--- src/rtl/seg_xlate_pkg.sv ---
package seg_xlate_pkg;
  localparam int SEL_W  = 16;
  localparam int WORD_W = 32;
  localparam int BASE_W = 32;
  localparam int LIM_W  = 20;

  // Only the translation-relevant part of a descriptor is kept.
  typedef struct packed {
    logic [BASE_W-1:0] base;
    logic [LIM_W-1:0]  limit;
  } seg_shadow_t;

  typedef enum logic [1:0] {
    FS_IDLE = 2'd0,
    FS_LO   = 2'd1,
    FS_HI   = 2'd2
  } fetch_state_e;
endpackage

--- src/rtl/seg_hidden_cache.sv ---
module seg_hidden_cache
  import seg_xlate_pkg::*;
#(
  parameter int NUM_SEGS = 6,
  parameter int IDX_W    = 3
) (
  input  logic              clk,
  input  logic              rst_n,
  input  logic              wr_en,
  input  logic [IDX_W-1:0]  wr_idx,
  input  logic [SEL_W-1:0]  wr_sel,
  input  logic              fill_en,
  input  logic [IDX_W-1:0]  fill_idx,
  input  seg_shadow_t       fill_shadow,
  input  logic [IDX_W-1:0]  rd_idx,
  output logic [SEL_W-1:0]  rd_sel,
  output logic              rd_valid,
  output seg_shadow_t       rd_shadow,
  output logic [1:0]        cs_rpl
);
  logic [NUM_SEGS-1:0][SEL_W-1:0] sel_all;
  logic [NUM_SEGS-1:0]            vld_all;
  seg_shadow_t [NUM_SEGS-1:0]     shd_all;

  for (genvar g = 0; g < NUM_SEGS; g++) begin : g_entry
    logic [SEL_W-1:0] sel_q, sel_d;
    logic             vld_q, vld_d;
    seg_shadow_t      shd_q, shd_d;
    logic             wr_hit, fill_hit;

    assign wr_hit   = wr_en && (wr_idx == IDX_W'(g));
    assign fill_hit = fill_en && (fill_idx == IDX_W'(g));

    always_comb begin
      sel_d = sel_q;
      vld_d = vld_q;
      shd_d = shd_q;
      if (fill_hit) begin
        vld_d = 1'b1;
        shd_d = fill_shadow;
      end
      if (wr_hit) begin
        sel_d = wr_sel;
        vld_d = 1'b0;
      end
    end

    always_ff @(posedge clk or negedge rst_n) begin
      if (!rst_n) begin
        sel_q <= '0;
        vld_q <= 1'b0;
        shd_q <= '0;
      end else begin
        if (wr_hit) sel_q <= sel_d;
        if (wr_hit || fill_hit) begin
          vld_q <= vld_d;
          shd_q <= shd_d;
        end
      end
    end

    assign sel_all[g] = sel_q;
    assign vld_all[g] = vld_q;
    assign shd_all[g] = shd_q;
  end

  always_comb begin
    rd_sel    = '0;
    rd_valid  = 1'b0;
    rd_shadow = '0;
    for (int i = 0; i < NUM_SEGS; i++) begin
      if (rd_idx == IDX_W'(i)) begin
        rd_sel    = sel_all[i];
        rd_valid  = vld_all[i];
        rd_shadow = shd_all[i];
      end
    end
  end

  assign cs_rpl = sel_all[0][1:0];
endmodule

--- src/rtl/seg_desc_fetch.sv ---
module seg_desc_fetch
  import seg_xlate_pkg::*;
#(
  parameter int MADDR_W = 32
) (
  input  logic               clk,
  input  logic               rst_n,
  input  logic               start,
  input  logic [MADDR_W-1:0] start_addr,
  output logic               mem_rd_valid,
  output logic [MADDR_W-1:0] mem_rd_addr,
  input  logic               mem_rd_ready,
  input  logic [WORD_W-1:0]  mem_rd_data,
  output logic               busy,
  output logic               done,
  output seg_shadow_t        done_shadow
);
  fetch_state_e        state_q, state_d;
  logic [MADDR_W-1:0]  addr_q, addr_d;
  logic [WORD_W-1:0]   lo_q, lo_d;
  logic [11:0]         attr_unused;

  always_comb begin
    state_d = state_q;
    addr_d  = addr_q;
    lo_d    = lo_q;
    unique case (state_q)
      FS_IDLE: if (start) begin
        state_d = FS_LO;
        addr_d  = start_addr;
      end
      FS_LO: if (mem_rd_ready) begin
        state_d = FS_HI;
        lo_d    = mem_rd_data;
      end
      FS_HI: if (mem_rd_ready) state_d = FS_IDLE;
      default: state_d = FS_IDLE;
    endcase
  end

  always_ff @(posedge clk or negedge rst_n) begin
    if (!rst_n) begin
      state_q <= FS_IDLE;
      addr_q  <= '0;
      lo_q    <= '0;
    end else begin
      state_q <= state_d;
      if (state_q == FS_IDLE) addr_q <= addr_d;
      if (state_q == FS_LO)   lo_q   <= lo_d;
    end
  end

  assign busy         = (state_q != FS_IDLE);
  assign mem_rd_valid = busy;
  assign mem_rd_addr  = (state_q == FS_HI) ? (addr_q + MADDR_W'(4)) : addr_q;
  assign done         = (state_q == FS_HI) && mem_rd_ready;

  assign done_shadow.limit = {mem_rd_data[19:16], lo_q[15:0]};
  assign done_shadow.base  = {mem_rd_data[31:24], mem_rd_data[7:0], lo_q[31:16]};
  assign attr_unused       = {mem_rd_data[23:20], mem_rd_data[15:8]};
endmodule

--- src/rtl/seg_addr_calc.sv ---
module seg_addr_calc
  import seg_xlate_pkg::*;
#(
  parameter int OFF_W = 64
) (
  input  seg_shadow_t       shadow,
  input  logic [OFF_W-1:0]  offset,
  input  logic              mode64,
  output logic [OFF_W-1:0]  lin,
  output logic              fault
);
  logic [BASE_W-1:0] sum32;

  assign sum32 = shadow.base + offset[BASE_W-1:0];
  assign fault = !mode64 && (offset > OFF_W'(shadow.limit));
  assign lin   = mode64 ? offset : OFF_W'(sum32);
endmodule

--- src/rtl/seg_xlate_unit.sv ---
module seg_xlate_unit
  import seg_xlate_pkg::*;
#(
  parameter int NUM_SEGS = 6,
  parameter int OFF_W    = 64,
  parameter int MADDR_W  = 32,
  localparam int IDX_W   = (NUM_SEGS > 1) ? $clog2(NUM_SEGS) : 1
) (
  input  logic               clk,
  input  logic               rst_n,
  input  logic               sel_wr_en,
  input  logic [IDX_W-1:0]   sel_wr_idx,
  input  logic [15:0]        sel_wr_val,
  input  logic [MADDR_W-1:0] gdt_base,
  input  logic [MADDR_W-1:0] ldt_base,
  input  logic               req_valid,
  input  logic [IDX_W-1:0]   req_seg,
  input  logic [OFF_W-1:0]   req_off,
  input  logic               req_mode64,
  output logic               busy,
  output logic               mem_rd_valid,
  output logic [MADDR_W-1:0] mem_rd_addr,
  input  logic               mem_rd_ready,
  input  logic [31:0]        mem_rd_data,
  output logic               lin_valid,
  output logic [OFF_W-1:0]   lin_addr,
  output logic               gp_fault,
  output logic [1:0]         cpl
);
  logic               accept, cache_hit, fetch_start;
  logic [SEL_W-1:0]   rd_sel;
  logic               rd_valid;
  seg_shadow_t        rd_shadow, done_shadow, calc_shadow;
  logic               fetch_done;
  logic [MADDR_W-1:0] tbl_base, desc_addr;
  logic [1:0]         rpl_unused;

  logic [IDX_W-1:0]   pend_seg_q, pend_seg_d;
  logic [OFF_W-1:0]   pend_off_q, pend_off_d;
  logic               pend_m64_q, pend_m64_d;
  logic               kill_q, kill_d;

  logic [OFF_W-1:0]   calc_off, calc_lin;
  logic               calc_m64, calc_fault, result_now;
  logic               lin_valid_d, gp_fault_d;
  logic [OFF_W-1:0]   lin_addr_d;

  assign accept      = req_valid && !busy;
  assign cache_hit   = accept && rd_valid;
  assign fetch_start = accept && !rd_valid;

  seg_hidden_cache #(.NUM_SEGS(NUM_SEGS), .IDX_W(IDX_W)) u_cache (
    .clk         (clk),
    .rst_n       (rst_n),
    .wr_en       (sel_wr_en),
    .wr_idx      (sel_wr_idx),
    .wr_sel      (sel_wr_val),
    .fill_en     (fetch_done && !kill_q),
    .fill_idx    (pend_seg_q),
    .fill_shadow (done_shadow),
    .rd_idx      (req_seg),
    .rd_sel      (rd_sel),
    .rd_valid    (rd_valid),
    .rd_shadow   (rd_shadow),
    .cs_rpl      (cpl)
  );

  assign tbl_base   = rd_sel[2] ? ldt_base : gdt_base;
  assign desc_addr  = tbl_base + MADDR_W'({rd_sel[15:3], 3'b000});
  assign rpl_unused = rd_sel[1:0];

  seg_desc_fetch #(.MADDR_W(MADDR_W)) u_fetch (
    .clk          (clk),
    .rst_n        (rst_n),
    .start        (fetch_start),
    .start_addr   (desc_addr),
    .mem_rd_valid (mem_rd_valid),
    .mem_rd_addr  (mem_rd_addr),
    .mem_rd_ready (mem_rd_ready),
    .mem_rd_data  (mem_rd_data),
    .busy         (busy),
    .done         (fetch_done),
    .done_shadow  (done_shadow)
  );

  // Pending request context and the "selector reloaded mid-fetch" flag.
  always_comb begin
    pend_seg_d = pend_seg_q;
    pend_off_d = pend_off_q;
    pend_m64_d = pend_m64_q;
    kill_d     = kill_q;
    if (accept) begin
      pend_seg_d = req_seg;
      pend_off_d = req_off;
      pend_m64_d = req_mode64;
      kill_d     = sel_wr_en && (sel_wr_idx == req_seg);
    end else if (busy && sel_wr_en && (sel_wr_idx == pend_seg_q)) begin
      kill_d = 1'b1;
    end
  end

  always_ff @(posedge clk or negedge rst_n) begin
    if (!rst_n) begin
      pend_seg_q <= '0;
      pend_off_q <= '0;
      pend_m64_q <= 1'b0;
      kill_q     <= 1'b0;
    end else begin
      if (accept) begin
        pend_seg_q <= pend_seg_d;
        pend_off_q <= pend_off_d;
        pend_m64_q <= pend_m64_d;
      end
      kill_q <= kill_d;
    end
  end

  assign calc_shadow = cache_hit ? rd_shadow  : done_shadow;
  assign calc_off    = cache_hit ? req_off    : pend_off_q;
  assign calc_m64    = cache_hit ? req_mode64 : pend_m64_q;

  seg_addr_calc #(.OFF_W(OFF_W)) u_calc (
    .shadow (calc_shadow),
    .offset (calc_off),
    .mode64 (calc_m64),
    .lin    (calc_lin),
    .fault  (calc_fault)
  );

  assign result_now  = cache_hit || fetch_done;
  assign lin_valid_d = result_now && !calc_fault;
  assign gp_fault_d  = result_now && calc_fault;
  assign lin_addr_d  = lin_valid_d ? calc_lin : lin_addr;

  always_ff @(posedge clk or negedge rst_n) begin
    if (!rst_n) begin
      lin_valid <= 1'b0;
      gp_fault  <= 1'b0;
      lin_addr  <= '0;
    end else begin
      lin_valid <= lin_valid_d;
      gp_fault  <= gp_fault_d;
      if (lin_valid_d) lin_addr <= lin_addr_d;
    end
  end
endmodule

--- config.mk ---
export PLATFORM = sky130hd
export DESIGN_NAME = seg_xlate_unit
export DESIGN_NICKNAME = d
export VERILOG_FILES = /design/src/rtl/seg_xlate_pkg.sv /design/src/rtl/seg_hidden_cache.sv /design/src/rtl/seg_desc_fetch.sv /design/src/rtl/seg_addr_calc.sv /design/src/rtl/seg_xlate_unit.sv
export SDC_FILE = /design/constraint.sdc
export NUM_CORES = 1
export LEC_CHECK = 0
export BUFFER_PORTS_ARGS = -buffer_cell sky130_fd_sc_hd__clkbuf_2
export CORE_UTILIZATION = 30
export CTS_CLUSTER_SIZE = 10
export DETAILED_ROUTE_END_ITERATION = 10
export RECOVER_POWER = 100
export SYNTH_ARGS = -nofsm -noshare
export SYNTH_HDL_FRONTEND = slang
export SYNTH_SLANG_ARGS = --single-unit
--- constraint.sdc ---
create_clock -name clk -period 4.4 [get_ports clk]
set_input_delay 0.88 -clock clk [delete_from_list [all_inputs] [get_ports clk]]
set_output_delay 0.88 -clock clk [all_outputs]
set_load 0.01 [all_outputs]
==> metrics.txt <==
DR WL/cell=20.3 µm; Tcrit/Tclk final=95.4%; total number of vias=23.3k; Worst Path Required=4.87 ns; Max Fclk=238 MHz; Routed WL=94,600 µm; Setup Skew=0.0238 ns; I/O Pins=290; total area of sequential cells=15,100 µm²; Yosys warnings=0; Critical Setup Path Class=primary input to flip-flop; fin area=37,900 µm²; final hold slack=0.465 ns; Vias per Instance=5.01; DP Area=36,200 µm²; RSZ-0062 raised after global routing=no; gr usage total=18.1%; Seq/Total Area, Yosys=48.9%; Post-CTS Setup Bufs=0; pin count of the biggest net entering global routing=123; Post-Synthesis Net Count=3,020; MaxCap Viol Count=12; FILL cells=10.2k; Async S/R FF share, synth=100%; Lkg Pwr=18.1 nW; Top FF cell, synth=dfrtp_1; first-pass GRT wire length=145,000 µm; Post-synth EDFFs=0; Final min period=4.20 ns; area occupied by multi-input gates=15,100 µm²; Setup Viol. Count Final=0; share of layout cells above drive strength 1=33.9%; Post-route DRC=0; CTS tree=built; drt initial violations=1,654; critical path startpoint category=primary input; DRT Pass-1 Iters=8; violated checks=max-capacitance violations, max-slew violations; die width=323 µm; clk_lat worst skew=0.63 ns; Row Count=117; initial antenna violation count=10; nets=3,514; Mapped Cells=2,765; Hold Path Class=primary input to flip-flop; top-count cell post-synth=dfrtp_1; Synth top area share=48.9%; Worst Path Max Fanout=10; Cell variety after synth=72; Detail Route Antenna Nets=0; clock sinks=605; post-synthesis register bit count=605; Longest Clk Path Bufs=3; worst slew pin tran=3.69 ns; Die ar.=104,000 µm²; status=finished, violations left; Synth area leader=dfrtp_1; pwr dens=639 nW/µm²; Core Footprint=102,000 µm²; Initial Utilization=30.3%; critical path endpoint category=flip-flop; H-tree depth=3; Die Y=323 µm; CTS buffer count=72; vias in the first global route=23.9k; Detailed Place HPWL=68,600 µm; CTS clk-pin slew, worst paths=0.05 ns; RePlAce Congestion=0.907; Netlist Area Pre-Place=30,900 µm²; Peak VDD IR=0.000317 V; Worst Path Arrival=4.67 ns; area growth from synthesis to layout=22.5%; Hold Fails Final Rpt=0; Synth top cells by count=dfrtp_1, mux2_2, nand2_1; grt ovf=0; I/O Buffers=289; max-slew violation count=487; root buffer cell=clkbuf_16; Synth area leaders=dfrtp_1, mux2_2, nand2_1; Mean Syn Cell Area=11.2 µm²; Rel. slew slack=-146%
==> through the flow <==
step           setup slack [ns]  setup TNS (ns)  total power, mW  std cells  util [%]
5_1_grt                 0.00322               0             25.9       4651      37.1
2_1_floorplan            -0.159           -6.46             14.8       2765         -
4_1_cts                   0.214               0             24.6       4650      37.5
3_5_place_dp             -0.436          -20.61             19.1       4553      35.5
6_report                  0.202               0             24.2       4655      37.1
3_3_place_gp             -0.409          -15.65             18.9       4553      35.5
==> path summary, 6_finish.rpt <==
check,start,end,slack [ns],depth (start not counted)
worst max-delay path,req_seg[0],u_fetch.addr_q[25],0.20,16
worst min-delay path,req_off[15],pend_off_q[15],0.47,3
worst max register to register,u_cache.g_entry[5].vld_q,lin_addr[53],0.28,14
worst min register to register,pend_off_q[1],pend_off_q[1],0.47,2
max in group asynchronous,rst_n,u_cache.g_entry[3].shd_q[33],0.78,1
min in group asynchronous,rst_n,u_fetch.lo_q[22],1.54,1
==> flip-flops by register name, indices dropped and copies added, names as in the netlist <==
name / flops
u_cache.g_entry.sel_q: 86
lin_addr: 64
pend_seg_q: 3
u_cache.g_entry.vld_q: 6
u_fetch.addr_q: 32
u_fetch.state_q: 2
pend_off_q: 64
kill_q: 1
pend_m64_q: 1
u_fetch.lo_q: 32
gp_fault: 1
u_cache.g_entry.shd_q: 312
lin_valid: 1
==> critical path: stages <==
cell and delay [ns]:
clkbuf_8 0.12, buf_12 0.11, mux4_2 0.52, a22oi_4 0.31, mux2_1 0.44, ha_4 0.20
fa_2 0.36, a21o_1 0.16, a21oi_1 0.22, o21ai_2 0.10, a41oi_1 0.24, o21ai_0 0.23
buf_12 0.20, and3_1 0.18, a221oi_1 0.23, o21ai_0 0.14
==> final cells by class <==
cell class / count / area share (%)
antenna: 5 / 0.0330
clock buffer: 89 / 5.06
clock inverter: 8 / 0.234
inverter: 24 / 0.271
multi-input combinational: 1970 / 39.9
sequential: 605 / 39.9
tap: 1368 / 4.52
timing repair buffer: 586 / 10.0
==> logic make-up (layout without fill, tap and decap cells) <==
group | Yosys count | after routing | share of synthesized area, %
xor+xnor | 79 | 79 | 2.24
simple gates | 717 | 717 | 10.0
fa+ha+maj | 67 | 67 | 2.76
flops | 605 | 605 | 48.9
other cells | 0 | 5 | 0
compound gates | 431 | 431 | 8.68
mux | 676 | 676 | 24.8
buf+inv | 190 | 707 | 2.59
==> routing by layer <==
layer / part of all wire, % / vias to the layer above / global-route usage [%]
met5: 0.062 / - / 0
met4: 2.6 / 8 / 6.06
met3: 4.5 / 140 / 2.79
met2: 48 / 522 / 29.9
met1: 45 / 11700 / 24.1
li1: - / 10900 / -
==> placed cells by master (no fill, tap or decap), types with 38 or more instances in the layout <==
cell	instances
o21ai_0	177
nand2_1	432
nor2_1	107
a21oi_1	92
clkbuf_16	73
xnor2_1	46
nand3_1	38
buf_4	250
clkbuf_2	188
ha_1	64
mux2i_1	140
clkbuf_1	132
dfrtp_1	605
mux2_2	508
==> power breakdown <==
group	internal [mW]	total, mW	switching [mW]
Combinational	4.76	9.81	5.05
Sequential	7.55	9.03	1.48
Clock	3.05	5.38	2.33
==> repair_timing <==
item	4_1_cts	5_1_grt
setup endpoints to repair	0	3
hold endpoints to repair	0	0
gates resized for setup	0	1
hold buffers	0	0
(Power assumes the default switching activity.)
